$ cat src/rtl/symfir_pkg.sv
package symfir_pkg;

    localparam int PIX_W_DEF  = 8;
    localparam int COEF_W_DEF = 10;
    localparam int FRAC_W_DEF = 8;
    localparam int HALF_DEF   = 4;

    // width of one pre-added product: signed coefficient times (pair + sign bit)
    function automatic int prod_width(input int pix_w, input int coef_w);
        return coef_w + pix_w + 2;
    endfunction

    // accumulator width: product plus growth over HALF+1 terms
    function automatic int acc_width(input int pix_w, input int coef_w, input int half);
        return prod_width(pix_w, coef_w) + $clog2(half + 1);
    endfunction

endpackage

$ cat src/rtl/symfir_hist.sv
module symfir_hist #(
    parameter int PIX_W = 8,
    parameter int HALF  = 4
) (
    input  logic             clk,
    input  logic             rst,
    input  logic             adv,
    input  logic [PIX_W-1:0] pix_i,
    output logic [PIX_W-1:0] even_o [1:HALF]
);
    localparam int DEPTH = 2 * HALF;

    logic [PIX_W-1:0] sr [1:DEPTH];

    always_ff @(posedge clk) begin
        if (rst) begin
            for (int j = 1; j <= DEPTH; j++) sr[j] <= '0;
        end else if (adv) begin
            sr[1] <= pix_i;
            for (int j = 2; j <= DEPTH; j++) sr[j] <= sr[j-1];
        end
    end

    for (genvar k = 1; k <= HALF; k++) begin : g_tap
        assign even_o[k] = sr[2*k];
    end

    // a stalled cycle leaves the history untouched
    assert_hist_hold_R4: assert property (@(posedge clk) disable iff (rst)
        !adv |=> (sr[DEPTH] == $past(sr[DEPTH]) && sr[1] == $past(sr[1])));

endmodule

$ cat src/rtl/symfir_stage.sv
module symfir_stage #(
    parameter int PIX_W  = 8,
    parameter int COEF_W = 10,
    parameter int ACC_W  = 23
) (
    input  logic                     clk,
    input  logic                     rst,
    input  logic                     adv,
    input  logic [PIX_W-1:0]         pix_new,
    input  logic [PIX_W-1:0]         pix_old,
    input  logic signed [COEF_W-1:0] coef_i,
    input  logic signed [ACC_W-1:0]  acc_i,
    output logic signed [ACC_W-1:0]  acc_o
);
    localparam int PW = COEF_W + PIX_W + 2;

    logic [PIX_W:0]          pair;
    logic signed [PIX_W+1:0] pair_s;
    logic signed [PW-1:0]    prod;

    always_comb begin
        pair   = {1'b0, pix_new} + {1'b0, pix_old};
        pair_s = signed'({1'b0, pair});
        prod   = PW'(coef_i) * PW'(pair_s);
    end

    always_ff @(posedge clk) begin
        if (rst)      acc_o <= '0;
        else if (adv) acc_o <= acc_i + ACC_W'(prod);
    end

    // partial sum frozen while the input strobe is low
    assert_stage_hold_R4: assert property (@(posedge clk) disable iff (rst)
        !adv |=> $stable(acc_o));

endmodule

$ cat src/rtl/symfir_outfmt.sv
module symfir_outfmt #(
    parameter int ACC_W  = 23,
    parameter int PIX_W  = 8,
    parameter int FRAC_W = 8
) (
    input  logic signed [ACC_W-1:0] acc_i,
    output logic [PIX_W-1:0]        pix_o
);
    localparam logic signed [ACC_W-1:0] HALF_LSB = ACC_W'(1) << (FRAC_W - 1);
    localparam logic signed [ACC_W-1:0] TOP      = ACC_W'(2**PIX_W - 1);
    localparam logic signed [ACC_W-1:0] NEG_LIM  = -HALF_LSB;
    localparam logic signed [ACC_W-1:0] SAT_LIM  = (TOP <<< FRAC_W) + HALF_LSB;

    logic signed [ACC_W-1:0] rnd;
    logic signed [ACC_W-1:0] sh;

    always_comb begin
        rnd = acc_i + HALF_LSB;
        sh  = rnd >>> FRAC_W;
        if (sh[ACC_W-1])  pix_o = '0;
        else if (sh > TOP) pix_o = '1;
        else               pix_o = sh[PIX_W-1:0];
    end

    always_comb begin
        if (acc_i < NEG_LIM)
            assert_clamp_low_R7: assert (pix_o == '0);
        if (acc_i >= SAT_LIM)
            assert_clamp_high_R7: assert (pix_o == '1);
    end

endmodule

$ cat src/rtl/symfir_pipe.sv
module symfir_pipe
    import symfir_pkg::*;
#(
    parameter int PIX_W  = PIX_W_DEF,
    parameter int COEF_W = COEF_W_DEF,
    parameter int FRAC_W = FRAC_W_DEF,
    parameter int HALF   = HALF_DEF
) (
    input  logic                       clk,
    input  logic                       rst,
    input  logic                       in_valid,
    input  logic [PIX_W-1:0]           in_pix,
    input  logic [(HALF+1)*COEF_W-1:0] coef_flat,
    output logic                       out_valid,
    output logic [PIX_W-1:0]           out_pix
);
    localparam int ACC_W = acc_width(PIX_W, COEF_W, HALF);
    localparam int FW    = $clog2(HALF + 1);

    logic [PIX_W-1:0]        tap [1:HALF];
    logic signed [ACC_W-1:0] acc [HALF+1];
    logic [FW-1:0]           fill;
    logic                    primed;

    symfir_hist #(.PIX_W(PIX_W), .HALF(HALF)) u_hist (
        .clk(clk), .rst(rst), .adv(in_valid), .pix_i(in_pix), .even_o(tap)
    );

    for (genvar k = 0; k <= HALF; k++) begin : g_stage
        logic [PIX_W-1:0]        old_pix;
        logic signed [ACC_W-1:0] acc_in;
        if (k == 0) begin : g_head
            assign old_pix = '0;
            assign acc_in  = '0;
        end else begin : g_body
            assign old_pix = tap[k];
            assign acc_in  = acc[k-1];
        end
        symfir_stage #(.PIX_W(PIX_W), .COEF_W(COEF_W), .ACC_W(ACC_W)) u_stage (
            .clk(clk), .rst(rst), .adv(in_valid),
            .pix_new(in_pix), .pix_old(old_pix),
            .coef_i($signed(coef_flat[k*COEF_W +: COEF_W])),
            .acc_i(acc_in), .acc_o(acc[k])
        );
    end

    symfir_outfmt #(.ACC_W(ACC_W), .PIX_W(PIX_W), .FRAC_W(FRAC_W)) u_fmt (
        .acc_i(acc[HALF]), .pix_o(out_pix)
    );

    assign primed = (fill == FW'(HALF));

    always_ff @(posedge clk) begin
        if (rst) begin
            fill      <= '0;
            out_valid <= 1'b0;
        end else begin
            if (in_valid && !primed) fill <= fill + 1'b1;
            out_valid <= in_valid && primed;
        end
    end

    // a stall produces no result and holds the output
    assert_stall_hold_R4: assert property (@(posedge clk) disable iff (rst)
        !in_valid |=> (!out_valid && $stable(out_pix)));

    // every result is the consequence of an accept one edge earlier
    assert_result_after_accept_R2: assert property (@(posedge clk) disable iff (rst)
        out_valid |-> $past(in_valid));

    // no result while the window is still filling
    assert_no_early_R5: assert property (@(posedge clk) disable iff (rst)
        (in_valid && fill < FW'(HALF)) |=> !out_valid);

endmodule

$ cat config.mk
export PLATFORM = sky130hd
export DESIGN_NAME = symfir_pipe
export DESIGN_NICKNAME = d
export VERILOG_FILES = /design/src/rtl/symfir_pkg.sv /design/src/rtl/symfir_hist.sv /design/src/rtl/symfir_stage.sv /design/src/rtl/symfir_outfmt.sv /design/src/rtl/symfir_pipe.sv
export SDC_FILE = /design/constraint.sdc
export NUM_CORES = 2
export LEC_CHECK = 0
export BUFFER_PORTS_ARGS = -buffer_cell sky130_fd_sc_hd__buf_2
export CAP_MARGIN = 20
export CORE_UTILIZATION = 59
export CTS_BUF_LIST = sky130_fd_sc_hd__clkbuf_16
export DETAILED_ROUTE_END_ITERATION = 8
export PLACE_DENSITY = 0.76
export SETUP_SLACK_MARGIN = 0.4
export SKIP_LAST_GASP = 1
export SLEW_MARGIN = 20
export SYNTH_ARGS = -nofsm -noshare
export SYNTH_HDL_FRONTEND = slang
export SYNTH_HIERARCHICAL = 1
export SYNTH_SLANG_ARGS = --single-unit
$ cat constraint.sdc
create_clock -name clk -period 6.8 [get_ports clk]
set_input_delay 1.02 -clock clk [delete_from_list [all_inputs] [get_ports clk]]
set_output_delay 1.02 -clock clk [all_outputs]
set_load 0.01 [all_outputs]
==> flow_metrics.py <==
metrics = {
    "detailed_routing": {
        "drt_iter0_markers": 1490,
        "total_detailed_routing_wirelength_mm": 81.7,
        "antenna_left": 0,
        "detailedRoute.firstPassIterationCount": 5,
        "route.vias.total": 26200,
        "wire_per_inst_um": 16.9,
        "drt_drc_violations_left": 0,
        "drt-vias-per-instance": 5.43,
    },
    "sta": {
        "fmax_ghz": 0.151,
        "finalHoldViolCount": 0,
        "tightestPinTransition_ns": 0.787,
        "worst_slew_margin_rel_pct": 47.1,
        "worst_clock_skew_ns": 0.0126,
        "grt_setup_unrepaired": "true",
        "finalCriticalPeriod_ns": 6.61,
        "final-max-slew-violation-count": 0,
        "finalSetupViolations": 0,
        "final.setup.tns_ns": 0,
        "layout_worst_path_cycle_share_pct": 97.2,
    },
    "floorplan": {
        "die_area_mm2": 0.0568,
        "design.core.area_mm2": 0.0551,
        "ioPinCount": 70,
        "die_height_um": 238,
        "fp.dieW_um": 238,
        "rows": 86,
        "initial_utilization_pct": 59.8,
    },
    "min_path": {
        "worst_hold_path_type": "register to register",
        "hold_path_origin": "g_stage[2].u_stage/acc_o[19]$_SDFFE_PP0P_",
        "whs_path_depth": 2,
        "hold-path-endpoint": "g_stage[2].u_stage/acc_o[19]$_SDFFE_PP0P_",
    },
    "clock_tree": {
        "clock_tree_from_tritoncts": "done",
        "cts_made_buffers": 17,
        "h_tree_lvl_count": 4,
        "path_clk_slew_ns": 0.08,
        "worst_skew_pair.late_latency_ns": 0.48,
        "ctsLongestPathBuffers": 2,
        "root_buffer": "sky130_fd_sc_hd__clkbuf_16",
        "clock_sink_count": 176,
    },
    "global_routing": {
        "groute.usage.overall_pct": 29.2,
        "grt_max_degree": 137,
        "first_pass_grt_wire_length_mm": 131,
        "grt-ovfl-total": 0,
        "grt_antenna_before_repair": 4,
        "vias_in_the_first_global_route": 27500,
    },
    "setup_path": {
        "worst_r2r_path_depth": 27,
        "slowest_delay_ns": 0.51,
        "cp.arrival_ns": 6.96,
        "kind_of_end_point_of_the_critical_path": "register",
        "setup.reg_to_reg.worst_slack_ns": 0.32,
        "crit_buf_inv": 8,
        "timing.critical_path.max_delay_family": "adder cells",
        "cp_max_fo": 8,
        "r2r-end": "g_stage[3].u_stage/acc_o[21]$_SDFFE_PP0P_",
        "path_depth": 30,
        "worst-setup-path-type": "input port to register",
        "critical_path_required_ns": 7.15,
        "critical_path.slowest_cell": "sky130_fd_sc_hd__fa_1",
        "cp-start-kind": "input port",
        "cp-startpoint": "in_pix[0]",
        "r2r-start": "u_hist/sr[0][41]$_SDFFCE_PN0P_",
    },
    "job": {
        "max-cap-violations": 0,
    },
    "yosys": {
        "syn-instance-count": 3647,
        "synth_warnings": 6,
        "postSynthAreaPerCell_um2": 9.03,
        "post_synth_instance_area_mm2": 0.0329,
    },
    "final_layout": {
        "area_growth_syn_to_layout_pct": 20.1,
        "seqCellArea_mm2": 0.00416,
        "multiInputGateArea_mm2": 0.0267,
        "post_layout_nonfiller_instances": 4823,
        "fillerInstances": 4018,
        "finish.net_count": 4980,
        "layout-drive-gt1-share_pct": 21.8,
    },
    "placed_design": {
        "place.detailed.instances": 4742,
        "gpl.final_weighted_congestion": 0.918,
        "dpl.hpwl_mm": 63.9,
        "numPortBuffers": 69,
    },
    "outcome": {
        "status": "completed",
    },
}
layout make-up:
type,count,share of cell area (%)
multi-input cells,2499,67.6
flip-flops and latches,176,10.5
repair buffers,512,9.90
inverters,855,8.13
diodes,1,0.00633
clock inverters,15,0.386
well taps,748,2.37
clock buffers,17,1.08
tightest hold or removal path, stage by stage (launching register included):
cell and delay, ns:
sky130_fd_sc_hd__dfxtp_1 0.31, sky130_fd_sc_hd__nand2_1 0.05, sky130_fd_sc_hd__o21ai_1 0.05
timing repair:
item,in CTS,in global routing
buffers inserted,24,23
pin swaps,77,155
hold buffers,0,0
cloned,1,0
setup endpoints to repair,49,58
resized for setup,78,237
per-layer routing:
metal	track usage, %	share of wire [%]
met1	34.8	39
met5	0	0.038
met3	3.81	4.4
met4	11.7	3.8
met2	53.0	53
worst max path at each step:
stage	to	slack, ns
5_1_grt	g_stage[4].u_stage/acc_o[22]$_SDFFE_PP0P_	0.006
3_5_place_dp	g_stage[3].u_stage/acc_o[21]$_SDFFE_PP0P_	-0.49
6_report	g_stage[3].u_stage/acc_o[21]$_SDFFE_PP0P_	0.19
4_1_cts	g_stage[4].u_stage/acc_o[22]$_SDFFE_PP0P_	0.30
2_1_floorplan	g_stage[1].u_stage/acc_o[22]$_SDFFE_PP0P_	0.07
3_3_place_gp	g_stage[3].u_stage/acc_o[21]$_SDFFE_PP0P_	-0.38
registers in the layout (all words and copies together) (netlist names):
register               count
fill                       3
g_stage.u_stage/acc_o    108
out_valid                  1
u_hist/sr                 64
per-stage QoR:
stage / instance area [um^2] / setup slack, ns / hold slack, ns / utilization, %
floorplan: 33700 / 0.0670 / 0.425 / -
global placement: 37100 / -0.385 / 0.437 / 67.4
detailed placement: 37100 / -0.493 / 0.446 / 67.4
CTS: 38300 / 0.298 / 0.456 / 69.5
global route: 39500 / 0.00557 / 0.478 / 71.8
finish: 39500 / 0.193 / 0.453 / 71.8
layout by cell type (no fill, tap or decap), types with 37 or more instances in the layout:
cell type                  count
sky130_fd_sc_hd__nand2_1     298
sky130_fd_sc_hd__nor2b_1      44
sky130_fd_sc_hd__edfxtp_1     64
sky130_fd_sc_hd__and3b_1      65
sky130_fd_sc_hd__buf_2        65
sky130_fd_sc_hd__mux2i_1      58
sky130_fd_sc_hd__buf_4       404
sky130_fd_sc_hd__xnor2_1      51
sky130_fd_sc_hd__fa_1        509
sky130_fd_sc_hd__inv_1       815
sky130_fd_sc_hd__and2_1      137
sky130_fd_sc_hd__ha_4         52
sky130_fd_sc_hd__nand2b_1     83
sky130_fd_sc_hd__ha_1        259
sky130_fd_sc_hd__a21oi_2      37
sky130_fd_sc_hd__inv_2        38
sky130_fd_sc_hd__a21o_1       50
sky130_fd_sc_hd__dfxtp_1     112
sky130_fd_sc_hd__nand3_1      47
sky130_fd_sc_hd__a21oi_1      81
sky130_fd_sc_hd__nor2_1      138
Power is left out: the tool's default activity adds up to more than one toggle a clock period on the data nets, which glitch-free logic cannot reach.
